[src/rtl/asu_pkg.sv]
package asu_pkg;
  localparam logic [5:0] ABS_ST_OPC = 6'b110010;

  typedef enum logic [1:0] {
    DISP_ZERO = 2'd0,
    DISP_ONE  = 2'd1,
    DISP_IX0  = 2'd2,
    DISP_IX1  = 2'd3
  } disp_e;

  typedef struct packed {
    logic [5:0] opc;
    logic       rsv_a;
    logic [2:0] abs_dst;
    logic [2:0] st_src;
    logic [2:0] rsv_b;
    logic [2:0] ld_ar;
    disp_e      ld_mode;
    logic [2:0] rsv_c;
    logic [2:0] st_ar;
    disp_e      st_mode;
    logic [2:0] rsv_d;
  } instr_t;
endpackage

[src/rtl/asu_agen.sv]
module asu_agen #(
  parameter int ADDR_W = 24,
  parameter int NAR    = 8,
  localparam int SEL_W = $clog2(NAR)
) (
  input  logic [NAR*ADDR_W-1:0] ar_i,
  input  logic [ADDR_W-1:0]     ir0_i,
  input  logic [ADDR_W-1:0]     ir1_i,
  input  logic [SEL_W-1:0]      sel_i,
  input  asu_pkg::disp_e        mode_i,
  output logic [ADDR_W-1:0]     addr_o
);
  logic [ADDR_W-1:0] base, disp;

  assign base = ar_i[sel_i*ADDR_W +: ADDR_W];

  always_comb begin
    unique case (mode_i)
      asu_pkg::DISP_ZERO: disp = '0;
      asu_pkg::DISP_ONE:  disp = ADDR_W'(1);
      asu_pkg::DISP_IX0:  disp = ir0_i;
      default:            disp = ir1_i;
    endcase
  end

  assign addr_o = base + disp;
endmodule

[src/rtl/asu_abs.sv]
module asu_abs #(
  parameter int DATA_W = 32
) (
  input  logic [DATA_W-1:0] src_i,
  input  logic              ovm_i,
  output logic [DATA_W-1:0] res_o,
  output logic              ovf_o
);
  localparam logic [DATA_W-1:0] MIN_NEG = {1'b1, {(DATA_W-1){1'b0}}};
  localparam logic [DATA_W-1:0] MAX_POS = {1'b0, {(DATA_W-1){1'b1}}};

  logic [DATA_W-1:0] neg;
  assign neg   = ~src_i + DATA_W'(1);
  assign ovf_o = (src_i == MIN_NEG);

  always_comb begin
    if (ovf_o)                res_o = ovm_i ? MAX_POS : src_i;
    else if (src_i[DATA_W-1]) res_o = neg;
    else                      res_o = src_i;
  end
endmodule

[src/rtl/asu_regfile.sv]
module asu_regfile #(
  parameter int DATA_W = 32,
  parameter int NREG   = 8,
  localparam int SEL_W = $clog2(NREG)
) (
  input  logic                   clk_i,
  input  logic                   rst_ni,
  input  logic                   we_i,
  input  logic [SEL_W-1:0]       waddr_i,
  input  logic [DATA_W-1:0]      wdata_i,
  output logic [NREG*DATA_W-1:0] rf_o
);
  for (genvar g = 0; g < NREG; g++) begin : g_reg
    logic [DATA_W-1:0] q;
    always_ff @(posedge clk_i or negedge rst_ni) begin
      if (!rst_ni)                            q <= '0;
      else if (we_i && waddr_i == SEL_W'(g))  q <= wdata_i;
    end
    assign rf_o[g*DATA_W +: DATA_W] = q;
  end
endmodule

[src/rtl/abs_store_unit.sv]
module abs_store_unit #(
  parameter int DATA_W = 32,
  parameter int NREG   = 8,
  parameter int NAR    = 8,
  parameter int ADDR_W = 24
) (
  input  logic                   clk_i,
  input  logic                   rst_ni,
  input  logic                   valid_i,
  input  logic [31:0]            instr_i,
  input  logic [NAR*ADDR_W-1:0]  ar_i,
  input  logic [ADDR_W-1:0]      ir0_i,
  input  logic [ADDR_W-1:0]      ir1_i,
  input  logic                   ovm_i,
  output logic [ADDR_W-1:0]      mem_raddr_o,
  input  logic [DATA_W-1:0]      mem_rdata_i,
  output logic                   mem_we_o,
  output logic [ADDR_W-1:0]      mem_waddr_o,
  output logic [DATA_W-1:0]      mem_wdata_o,
  output logic                   ovf_o,
  output logic [NREG*DATA_W-1:0] rf_o
);
  asu_pkg::instr_t ins;
  logic exec, abs_ovf, ovf_q;
  logic [DATA_W-1:0] abs_res;
  logic unused_rsv;

  assign ins        = asu_pkg::instr_t'(instr_i);
  assign exec       = valid_i && (ins.opc == asu_pkg::ABS_ST_OPC);
  assign unused_rsv = ^{ins.rsv_a, ins.rsv_b, ins.rsv_c, ins.rsv_d};

  asu_agen #(.ADDR_W(ADDR_W), .NAR(NAR)) u_ld_agen (
    .ar_i(ar_i), .ir0_i(ir0_i), .ir1_i(ir1_i),
    .sel_i(ins.ld_ar), .mode_i(ins.ld_mode), .addr_o(mem_raddr_o)
  );

  asu_agen #(.ADDR_W(ADDR_W), .NAR(NAR)) u_st_agen (
    .ar_i(ar_i), .ir0_i(ir0_i), .ir1_i(ir1_i),
    .sel_i(ins.st_ar), .mode_i(ins.st_mode), .addr_o(mem_waddr_o)
  );

  asu_abs #(.DATA_W(DATA_W)) u_abs (
    .src_i(mem_rdata_i), .ovm_i(ovm_i), .res_o(abs_res), .ovf_o(abs_ovf)
  );

  asu_regfile #(.DATA_W(DATA_W), .NREG(NREG)) u_rf (
    .clk_i(clk_i), .rst_ni(rst_ni), .we_i(exec),
    .waddr_i(ins.abs_dst), .wdata_i(abs_res), .rf_o(rf_o)
  );

  // store takes the pre-edge register value: snapshot semantics
  assign mem_wdata_o = rf_o[ins.st_src*DATA_W +: DATA_W];
  assign mem_we_o    = exec;

  always_ff @(posedge clk_i or negedge rst_ni) begin
    if (!rst_ni) ovf_q <= 1'b0;
    else         ovf_q <= exec && abs_ovf;
  end
  assign ovf_o = ovf_q;
endmodule

[config.mk]
export PLATFORM = sky130hd
export DESIGN_NAME = abs_store_unit
export DESIGN_NICKNAME = d
export VERILOG_FILES = /design/src/rtl/asu_pkg.sv /design/src/rtl/asu_agen.sv /design/src/rtl/asu_abs.sv /design/src/rtl/asu_regfile.sv /design/src/rtl/abs_store_unit.sv
export SDC_FILE = /design/constraint.sdc
export NUM_CORES = 1
export LEC_CHECK = 0
export ABC_CLOCK_PERIOD_IN_PS = 6300
export BUFFER_PORTS_ARGS = -buffer_cell sky130_fd_sc_hd__buf_2
export CORE_AREA = 2 2 251 253
export DETAILED_ROUTE_END_ITERATION = 7
export DIE_AREA = 0 0 253 255
export HOLD_SLACK_MARGIN = 0.08
export SLEW_MARGIN = 20
export SYNTH_ARGS = -nofsm -noshare
export SYNTH_HDL_FRONTEND = slang
export SYNTH_HIERARCHICAL = 1
export SYNTH_SLANG_ARGS = --single-unit
[constraint.sdc]
create_clock -name clk_i -period 6.3 [get_ports clk_i]
set_input_delay 1.26 -clock clk_i [delete_from_list [all_inputs] [get_ports clk_i]]
set_output_delay 1.26 -clock clk_i [all_outputs]
set_load 0.03 [all_outputs]
# == Word level (Yosys, flattened, before mapping) ==
# Index checks and enable logic that the tools add are counted.
# totals
register_bits,257
output_inout_bits,338
word_cells,49
# classes
multipliers,2
n_mux,5
n_addsub,3
bitwise,1
n_reduce_logical,13
n_shift,3
n_eq_ne,13
# op_table
operator,n
192-bit by 9-bit variable part select with 24-bit output,2
256-bit by 9-bit variable part select with 32-bit output,1
24-bit one-hot mux with 3 select lines,2
32-bit 2-to-1 mux,3
24-bit adder,2
"32-bit by 1-bit adder with 32-bit output, second input constant",1
"32-bit == test, second input constant",1
32-bit NOT,1
"3-bit == test, second input constant",4
1-bit logical AND,10
"3-bit by 2-bit multiplier with 5-bit output, second input constant",2
"3-bit by 2-bit == test with 1-bit output, second input constant",2
"6-bit == test, second input constant",1
"2-bit by 1-bit == test with 1-bit output, second input constant",2
"2-bit == test, second input constant",2
2-bit logical NOT,2
"3-bit by 1-bit == test with 1-bit output, second input constant",1
3-bit logical NOT,1

# == Depth between registers and ports, before layout ==
# Gate-level depths: netlist of the first run.
# logic_depth
word_depth,4
ltp_mapped,13
ltp_nobuf,11

# == Hierarchy ==
# Netlist of the first run, hierarchy kept.
# by_module_without_submodules
module,cells_each,area_per_inst_um2,instances
asu_regfile,551,9613.0,1
asu_agen (u_st_agen),308,3045.4,1
asu_agen (u_ld_agen),302,3025.4,1
abs_store_unit,120,2128.3,1
asu_abs,144,883.3,1

# == Least setup slack after synthesis of the first run ==
# Ideal clock, no wire load.
# synth_path
path_kind,input to output
start,input port instr_i[13]
end,output port mem_raddr_o[22]
path_buffers,2
cell_stages,13
t_arrival_ns,4.601
path_slack_ns,0.439
required_time_ns,5.040
cell_sequence,buf_2 > buf_4 > mux4_2 > mux2_2 > ha_1 > fa_1 > a21oi_1 > o22ai_1 > a21oi_2 > o21ai_1 > o31ai_1 > o21ai_1 > xor2_1
# synth_between
elab_chain_len,3
# synth_lines
item,line_no,source
"start, declared",abs_store_unit.sv:10,"input logic [31:0] instr_i,"
3-bit by 2-bit multiplier with 5-bit output,asu_agen.sv:15,assign base = ar_i[sel_i*ADDR_W +: ADDR_W];
192-bit by 9-bit variable part select with 24-bit output,asu_agen.sv:15,
24-bit adder,asu_agen.sv:26,assign addr_o = base + disp;
"end, declared",abs_store_unit.sv:15,"output logic [ADDR_W-1:0] mem_raddr_o,"
# Every way passes these cells.

# == Worst setup path after layout of the first run ==
# layout_path
start,input port instr_i[13]
end,output port mem_raddr_o[16]
# The elaborated chain is that of the path after synthesis.

==> out/qor.csv, run 1 <==
stage,metric,value,unit
finish,fill_cells,6047,
setup_path,crit_fanout,7,
floorplan,rows,92,
routing,vias,15900,
cts,root_buffer,clkbuf_16,
floorplan,boundaryPins,646,
finish,seq_area,6430,um^2
sta,tightest_slew,1.17,ns
logic_synthesis,synthTopCellsByArea,"dfrtp_1 34%, mux2_2 19%, mux4_2 14%, mux4_1 5.6%, ha_1 3.1%",
power_and_ir_drop,power,0.00518,W
routing,drt-total-wl,75.0,mm
sta,finalSetupViolCount,0,
sta,hold_violations,0,
sta,rsz0062_at_grt,false,
sta,min_period_over_period,0.974,
floorplan,start_util,0.301,
logic_synthesis,synth_edf_count,0,
setup_path,crit_type,in -> out,
cts,insertion_delay,0.54,ns
routing,drc,0,
cts,cts_buffer_depth,3,
routing,ant_nets,0,
finish,drive_gt1_frac,0.584,
floorplan,design.core.area,62200,um^2
global_routing,grt_overflow_total,0,
setup_path,crit_chain,"buf_2, buf_4, mux4_2, mux2_2, fa_1, a21oi_1, o22ai_1, a21oi_2, o21ai_1, a21oi_1, o21ai_0, xor2_1, buf_2",
status,outcome,completed,
logic_synthesis,avgSynthCellArea,13.1,um^2
place,port_buffers,635,
sta,timing.fmax,0.163,GHz
sta,tns,0,ns
cts,cts_buffers,26,
setup_path,slowest_delay,0.50,ns
setup_path,worstSetupEndpointType,output pin,
setup_path,critPathLaunchType,input pin,
min_path,hp-class,reg -> reg,
global_routing,grt_max_degree,142,
finish,layout.nets,2393,
logic_synthesis,ys_ff_latch,257,
floorplan,fp.dieW,253,um
cts,cts_tree,built,
logic_synthesis,yosysTopAreaCellShare,0.344,
logic_synthesis,seq_area_frac_synth,0.344,
global_routing,first_global_vias,16700,
setup_path,slowest_stage,mux4_2,
global_routing,track_usage,0.224,
setup_path,crit_required,5.04,ns
sta,slew-limit-headroom,0.220,
setup_path,cp.arrival,4.88,ns
global_routing,antenna_found_initial,28,
logic_synthesis,syn_area,18700,um^2
cts,post_cts_buffers,0,
cts,cts_hold_buf,0,
floorplan,die_h,255,um
cts,clock-sinks,257,
routing,viasPerCell,5.53,
finish,final_util,0.382,
sta,final_max_slew_viol_count,0,
place,hpwlAfterDp,58.7,mm
routing,post_drt_wl_per_cell,26.1,um
place,gp_congestion,0.942,
logic_synthesis,synth.most_common_cell,mux2_2,
logic_synthesis,ys.flop_type,dfrtp_1,
cts,cts_max_level,1,
power_and_ir_drop,power_density,218,nW/um^2
cts,clkTransAtPathRegs,0.06,ns
floorplan,dieArea,64500,um^2
logic_synthesis,synth_nets,1782,
finish,multi_input_area,11600,um^2
logic_synthesis,postSynthCellCount,1425,
sta,fin_skew,0,ns
logic_synthesis,yosysTopAreaCell,dfrtp_1,
setup_path,cp_top_family,compound AO/OA/AOI/OAI gates,
logic_synthesis,synth-warning-count,6,
global_routing,grt_pass1_wl,108,mm
run,maxCapViolations,0,
setup_path,cp_num_buf_inv,3,
finish,area_growth,27.1,%
routing,drt-initial-drc-count,969,
logic_synthesis,synth_common_cells,"323 x mux2_2, 257 x dfrtp_1, 120 x mux4_2",
power_and_ir_drop,ir_drop,0.221,mV
sta,layout_min_cycle_time,6.14,ns
logic_synthesis,ys_types,77,
routing,drtPass1Iterations,5,
power_and_ir_drop,leakage,12.2,nW
logic_synthesis,synthArstFlopShare,1.00,
-- flip-flops by register name, summed over array words and instances (netlist names) --
| register | cells |
|---|---|
| u_rf/g.q | 256 |
| ovf_o | 1 |
-- logic make-up (layout without fill, tap and decap cells) --
family / count (synthesis) / in the layout / synth area share
multiplexers: 550 / 550 / 0.432
flip-flops: 257 / 257 / 0.344
AND/OR/NAND/NOR: 226 / 226 / 0.0694
AO/OA/AOI/OAI: 181 / 181 / 0.0633
buffers and inverters: 117 / 748 / 0.0365
adder cells (fa/ha/maj): 49 / 49 / 0.0336
XOR/XNOR: 45 / 45 / 0.0211
other: 0 / 20 / 0
-- final cells by class --
type                    instances  share of cell area
clock inverters                13             0.00901
multi-input cells            1051               0.489
clock buffers                  35              0.0305
diodes                         20             0.00211
repair buffers                685               0.154
flip-flops and latches        257               0.271
inverters                      15             0.00237
well taps                     799              0.0421
-- routing by layer --
metal  up-vias  wire length (um)  track usage
li1       6868                 -            -
met1      8068             26200        0.234
met2       787             38900        0.408
met3       168              6410       0.0665
met4        18              3500        0.110
met5         -                96            0
-- timing repair --
action / 4_1_cts / 5_1_grt
endpoints found under the setup margin: 0 / 1
endpoints found under the hold margin: 0 / 0
gates resized for setup: 0 / 2
-- path summary, 6_finish.rpt --
path	from	endpoint	slack (ns)	cells past startpoint
max	instr_i[13]	mem_raddr_o[16]	0.16	13
min	u_rf/g_reg[1].q[19]	u_rf/g_reg[1].q[19]	0.51	1
max reg2reg	u_rf/g_reg[6].q[31]	u_rf/g_reg[6].q[31]	5.47	1
min reg2reg	u_rf/g_reg[1].q[19]	u_rf/g_reg[1].q[19]	0.51	1
max in group asynchronous	rst_ni	u_rf/g_reg[3].q[25]	4.15	2
min in group asynchronous	rst_ni	u_rf/g_reg[1].q[7]	0.76	1
-- layout by cell type (no fill, tap or decap), drive strengths merged, types with 9 or more instances in the layout --
cell,instances
nand2,27
a211oi,21
buf,685
nor2b,46
nor4,13
xor2,17
nand4,10
diode,20
clkbuf,35
nand3,11
mux2,336
ha,47
a31oi,21
nor2,48
nor3,20
mux2i,54
a21oi,63
inv,15
a21o,12
mux4,160
dfrtp,257
xnor2,28
o21ai,32
nand2b,9
-- power breakdown --
part | leakage, nW | total [W] | switching [W] | internal [W]
Combinational | 8.14 | 0.00174 | 0.00110 | 0.000639
Sequential | 3.57 | 0.00174 | 0.0000376 | 0.00170
Clock | 0.459 | 0.00171 | 0.000688 | 0.00102
-- per-stage QoR --
stage / cell area [um^2] / setup slack [ns] / hold slack (ns) / instances
finish: 23800 / 0.163 / 0.507 / 2875
global route: 23800 / 0.0291 / 0.529 / 2873
CTS: 23700 / 0.141 / 0.507 / 2855
detailed placement: 22800 / 0.172 / 0.491 / 2807
global placement: 22800 / 0.108 / 0.485 / 2807
floorplan: 18700 / 0.439 / 0.700 / 1425
(Power assumes the default switching activity.)
==> inputs of run 2 (changes only) <==
Settings changed: CORE_AREA 2 2 251 253 to 2 2 254 256, DIE_AREA 0 0 253 255 to 0 0 256 258, SKIP_LAST_GASP set to 1.
==> run 2 against run 1 <==
Net effect: sequential share of layout area down 0.060 points; sequential power about the same; sequential cell count did not move; final cell count grew 1.9%; critical path type unchanged.
==> out/qor.csv, run 2 (synthesis gave the netlist of run 1 again) <==
stage,metric,value,unit
finish,area_growth,27.4,%
cts,cts_buffers,26,
floorplan,boundaryPins,646,
floorplan,rows,93,
power_and_ir_drop,leakage,12.2,nW
finish,seq_area,6430,um^2
sta,final_max_slew_viol_count,0,
setup_path,r2r_start,u_rf/g_reg[3].q[21],
setup_path,reg2reg_setup_slack,5.45,ns
finish,largest_reg_flops,256,
finish,final_cell_mix,"631 x buf_2, 323 x mux2_2, 257 x dfrtp_1, 120 x mux4_2, 57 x a21oi_1",
finish,multi_input_area,11600,um^2
setup_path,cp.arrival,4.86,ns
sta,min_period_over_period,0.971,
setup_path,critPathLaunchType,input pin,
global_routing,grt_pass1_wl,113,mm
run,maxCapViolations,0,
setup_path,crit_fanout,14,
routing,drt-initial-drc-count,883,
setup_path,endpoint,mem_raddr_o[20],
routing,vias,15800,
place,hpwlAfterDp,60.8,mm
sta,hold_violations,0,
cts,clkTransAtPathRegs,0.07,ns
routing,post_drt_wl_per_cell,26.2,um
sta,finalSetupViolCount,0,
status,outcome,completed,
finish,largest-register,u_rf/g.q,
routing,drtPass1Iterations,5,
cts,cts_hold_buf,0,
min_path,hp-class,reg -> reg,
sta,fin_skew,0,ns
sta,tightest_slew,1.08,ns
floorplan,die_h,258,um
place,gp_congestion,0.971,
sta,tns,0,ns
cts,post_cts_buffers,0,
place,dpl_cell_area,22900,um^2
finish,final_util,0.374,
power_and_ir_drop,ir_drop,0.199,mV
floorplan,start_util,0.294,
sta,rsz0062_at_grt,false,
finish,post-route-cell-area,23800,um^2
setup_path,rr_worst_depth,1,
cts,root_buffer,clkbuf_16,
floorplan,fp.dieW,256,um
power_and_ir_drop,power_density,211,nW/um^2
sta,timing.fmax,0.163,GHz
global_routing,first_global_vias,16800,
routing,viasPerCell,5.38,
finish,final_common_cell,buf_2,
global_routing,grt_max_degree,150,
cts,insertion_delay,0.54,ns
routing,ant_nets,0,
cts,cts_tree,built,
sta,layout_min_cycle_time,6.12,ns
place,port_buffers,635,
cts,cts_buffer_depth,3,
setup_path,timing.rr.end,u_rf/g_reg[3].q[21],
global_routing,antenna_found_initial,25,
cts,cts_max_level,1,
finish,layout.nets,2400,
floorplan,dieArea,66000,um^2
cts,clock-sinks,257,
floorplan,design.core.area,63600,um^2
routing,drc,0,
setup_path,crit_path_start,instr_i[13],
global_routing,grt_overflow_total,0,
sta,slew-limit-headroom,0.277,
setup_path,worstSetupEndpointType,output pin,
routing,drt-total-wl,76.7,mm
setup_path,crit_type,in -> out,
finish,fill_cells,6327,
setup_path,crit_required,5.04,ns
global_routing,track_usage,0.225,
finish,drive_gt1_frac,0.585,
## run 2: cell count changes in the layout (fill, tap and decap cells not counted), moves of 2 or more
cell / delta
diode_2: -8
clkbuf_4: +2
bufinv_16: -4
buf_12: +2
buf_4: +4
buf_2: -2
## run 2: stage by stage
stage	power (W)	instances	setup WS (ns)	hold slack, ns
after floorplan	0.00284	1425	0.439	0.700
after global placement	0.00349	2870	0.139	0.488
after detailed placement	0.00351	2870	0.125	0.493
after CTS	0.00507	2917	0.107	0.514
after global routing	0.00525	2925	0.0343	0.533
final	0.00503	2929	0.182	0.510
## run 2: layout make-up
cell class              count  share of cell area
repair buffers            692               0.157
clock buffers              38              0.0322
inverters                  15             0.00236
multi-input cells        1051               0.489
clock inverters             9             0.00336
flip-flops and latches    257               0.270
diodes                     12             0.00126
well taps                 855              0.0449
## run 2: repair_timing
| item | in CTS | in global routing |
|---|---|---|
| resized for setup | 0 | 5 |
| endpoints found under the setup margin | 0 | 3 |
| endpoints found under the hold margin | 0 | 0 |
## run 2: power breakdown
| part | switching (W) | total, W | leakage (nW) | internal, W |
|---|---|---|---|---|
| logic | 0.00110 | 0.00174 | 8.18 | 0.000643 |
| registers | 0.0000385 | 0.00174 | 3.57 | 0.00170 |
| clock network | 0.000668 | 0.00155 | 0.418 | 0.000886 |
| total | 0.00180 | 0.00503 | 12.2 | 0.00323 |
## run 2: worst min-delay path by stage
stage | slack, ns | startpoint | end | depth (start not counted)
2_1_floorplan | 0.70 | u_rf/g_reg[1].q[17] | u_rf/g_reg[1].q[17] | 1
3_3_place_gp | 0.49 | u_rf/g_reg[4].q[15] | u_rf/g_reg[4].q[15] | 1
3_5_place_dp | 0.49 | u_rf/g_reg[1].q[20] | u_rf/g_reg[1].q[20] | 1
4_1_cts | 0.51 | u_rf/g_reg[1].q[17] | u_rf/g_reg[1].q[17] | 1
5_1_grt | 0.53 | u_rf/g_reg[1].q[19] | u_rf/g_reg[1].q[19] | 1
6_report | 0.51 | u_rf/g_reg[1].q[17] | u_rf/g_reg[1].q[17] | 1
## run 2: metal layers
metal | vias to the layer above | global-route usage | wire length [um]
met1 | 8047 | 0.249 | 28400
li1 | 6861 | - | -
met5 | - | 0 | 159
met2 | 691 | 0.412 | 39500
met4 | 24 | 0.0814 | 2720
met3 | 147 | 0.0608 | 5890
## run 2: critical path, cell delays in order
cell and delay (ns):
clkbuf_4 0.22, buf_12 0.20, mux4_2 0.51, mux2_2 0.32
fa_1 0.46, a21oi_1 0.25, o22ai_1 0.18, a21oi_2 0.22
buf_4 0.15, nand2b_1 0.15, a21oi_1 0.11, a211oi_2 0.25
xnor2_1 0.25, clkbuf_4 0.30
==> inputs of run 3 (changes only) <==
Settings changed: CORE_AREA 2 2 254 256 to 4 4 250 252, DIE_AREA 0 0 256 258 to 0 0 254 256.
==> run 3 against run 2 <==
Net effect: count of clock-buffer cells in the layout down 2; sequential cell count stayed put; sequential share of layout area rose by 0.10 points; first-iteration DRC count up 17%; clock power increased by 9.7%; register-to-register slack better by 0.02 ns; non-clock buffer count fell by 11; sequential power is essentially flat; total power up 3.0%; hold slack improved by 0.0036 ns; clock skew is the same.
==> out/qor.csv, run 3 (synthesis gave the netlist of run 1 again) <==
stage,metric,value,unit
status,outcome,completed,
routing,viasPerCell,5.53,
floorplan,dieArea,65000,um^2
routing,drc,0,
power_and_ir_drop,power,0.00518,W
power_and_ir_drop,leakage,12.1,nW
place,gp_congestion,0.884,
setup_path,cp_num_buf_inv,3,
global_routing,track_usage,0.224,
sta,layout_min_cycle_time,6.00,ns
floorplan,fp.dieW,254,um
cts,post_cts_buffers,0,
place,port_buffers,635,
floorplan,design.core.area,60100,um^2
sta,final_max_slew_viol_count,0,
finish,multi_input_area,11600,um^2
global_routing,grt_max_degree,130,
cts,clock-sinks,257,
cts,cts_hold_buf,0,
sta,finalSetupViolCount,0,
global_routing,antenna_found_initial,31,
place,hpwlAfterDp,60.3,mm
min_path,hp-class,reg -> reg,
global_routing,grt_pass1_wl,111,mm
cts,clkTransAtPathRegs,0.06,ns
cts,insertion_delay,0.54,ns
finish,largest-register,u_rf/g.q,
global_routing,grt_overflow_total,0,
setup_path,cp_top_family,compound AO/OA/AOI/OAI gates,
finish,final_common_cell,buf_2,
setup_path,crit_chain,"buf_4, mux4_2, mux2_2, ha_1, fa_1, a21oi_1, o22ai_1, a21oi_2, o21ai_1, o31ai_1, buf_4, o21ai_1, xor2_1, buf_2",
sta,min_period_over_period,0.953,
cts,cts_buffers,26,
finish,fill_cells,5753,
sta,rsz0062_at_grt,false,
setup_path,worstSetupEndpointType,output pin,
floorplan,die_h,256,um
sta,tns,0,ns
finish,layout.nets,2389,
finish,drive_gt1_frac,0.584,
power_and_ir_drop,power_density,219,nW/um^2
place,placed_cells,2786,
setup_path,critPathLaunchType,input pin,
routing,drt-total-wl,76.2,mm
routing,drt-initial-drc-count,1030,
run,maxCapViolations,0,
finish,seq_area,6430,um^2
cts,cts_resized,0,
routing,post_drt_wl_per_cell,26.7,um
setup_path,crit_required,5.04,ns
cts,root_buffer,clkbuf_16,
cts,cts_max_level,1,
global_routing,first_global_vias,16700,
finish,final_cell_mix,"631 x buf_2, 323 x mux2_2, 257 x dfrtp_1, 120 x mux4_2, 57 x a21oi_1",
sta,timing.hold.ws,0.513,ns
finish,final_cell_count_no_fill,2859,
routing,ant_nets,0,
sta,fin_skew,0,ns
setup_path,slowest_stage,mux4_2,
finish,largest_reg_flops,256,
floorplan,rows,90,
floorplan,boundaryPins,646,
setup_path,crit_fanout,9,
sta,hold_violations,0,
routing,vias,15800,
sta,timing.fmax,0.167,GHz
cts,cts_buffer_depth,3,
setup_path,crit_type,in -> out,
sta,slew-limit-headroom,0.235,
cts,cts_tree,built,
setup_path,cp.arrival,4.74,ns
setup_path,slowest_delay,0.53,ns
finish,area_growth,26.9,%
sta,tightest_slew,1.15,ns
routing,drtPass1Iterations,7,
floorplan,start_util,0.311,
power_and_ir_drop,ir_drop,0.201,mV
[run 3: changes by cell type in the layout (fill, tap and decap cells not counted), sizes merged]
cell	previous run	this run
clkinv	7	5
inv	15	16
clkbuf	40	36
diode	12	25
clkinvlp	1	2
buf	690	681
bufinv	1	4
[run 3: metal layers]
layer	up-vias	share of wire	track usage
li1	6846	-	-
met3	135	0.087	0.0676
met2	717	0.53	0.416
met1	8103	0.35	0.239
met4	20	0.033	0.0756
met5	-	0.0020	0
[run 3: through the flow]
step                instance area (um^2)  worst slack [ns]  utilization
global route                       23700            0.0693        0.394
global placement                   22700             0.299        0.377
finish                             23700             0.299        0.394
detailed placement                 22700             0.295        0.378
CTS                                23700             0.279        0.393
floorplan                          18700             0.439            -
[run 3: layout make-up]
class / count / area share
inverters: 15 / 0.00237
multi-input cells: 1051 / 0.490
diodes: 25 / 0.00264
flip-flops and latches: 257 / 0.271
clock buffers: 36 / 0.0320
repair buffers: 681 / 0.153
well taps: 782 / 0.0412
clock inverters: 12 / 0.00802
[run 3: final timing paths]
path | from | to | slack, ns | cells past startpoint
min reg2reg | u_rf/g_reg[1].q[20] | u_rf/g_reg[1].q[20] | 0.51 | 1
max | instr_i[13] | mem_raddr_o[22] | 0.30 | 14
min in group asynchronous | rst_ni | u_rf/g_reg[0].q[7] | 0.82 | 1
max in group asynchronous | rst_ni | u_rf/g_reg[3].q[27] | 4.14 | 2
max reg2reg | u_rf/g_reg[0].q[27] | u_rf/g_reg[0].q[27] | 5.47 | 1
min | u_rf/g_reg[1].q[20] | u_rf/g_reg[1].q[20] | 0.51 | 1
[run 3: where the power goes]
group	leakage, nW	internal, W	switching [W]
logic	8.12	0.000633	0.00111
clock network	0.461	0.00101	0.000688
registers	3.57	0.00170	0.0000390
total	12.1	0.00334	0.00184
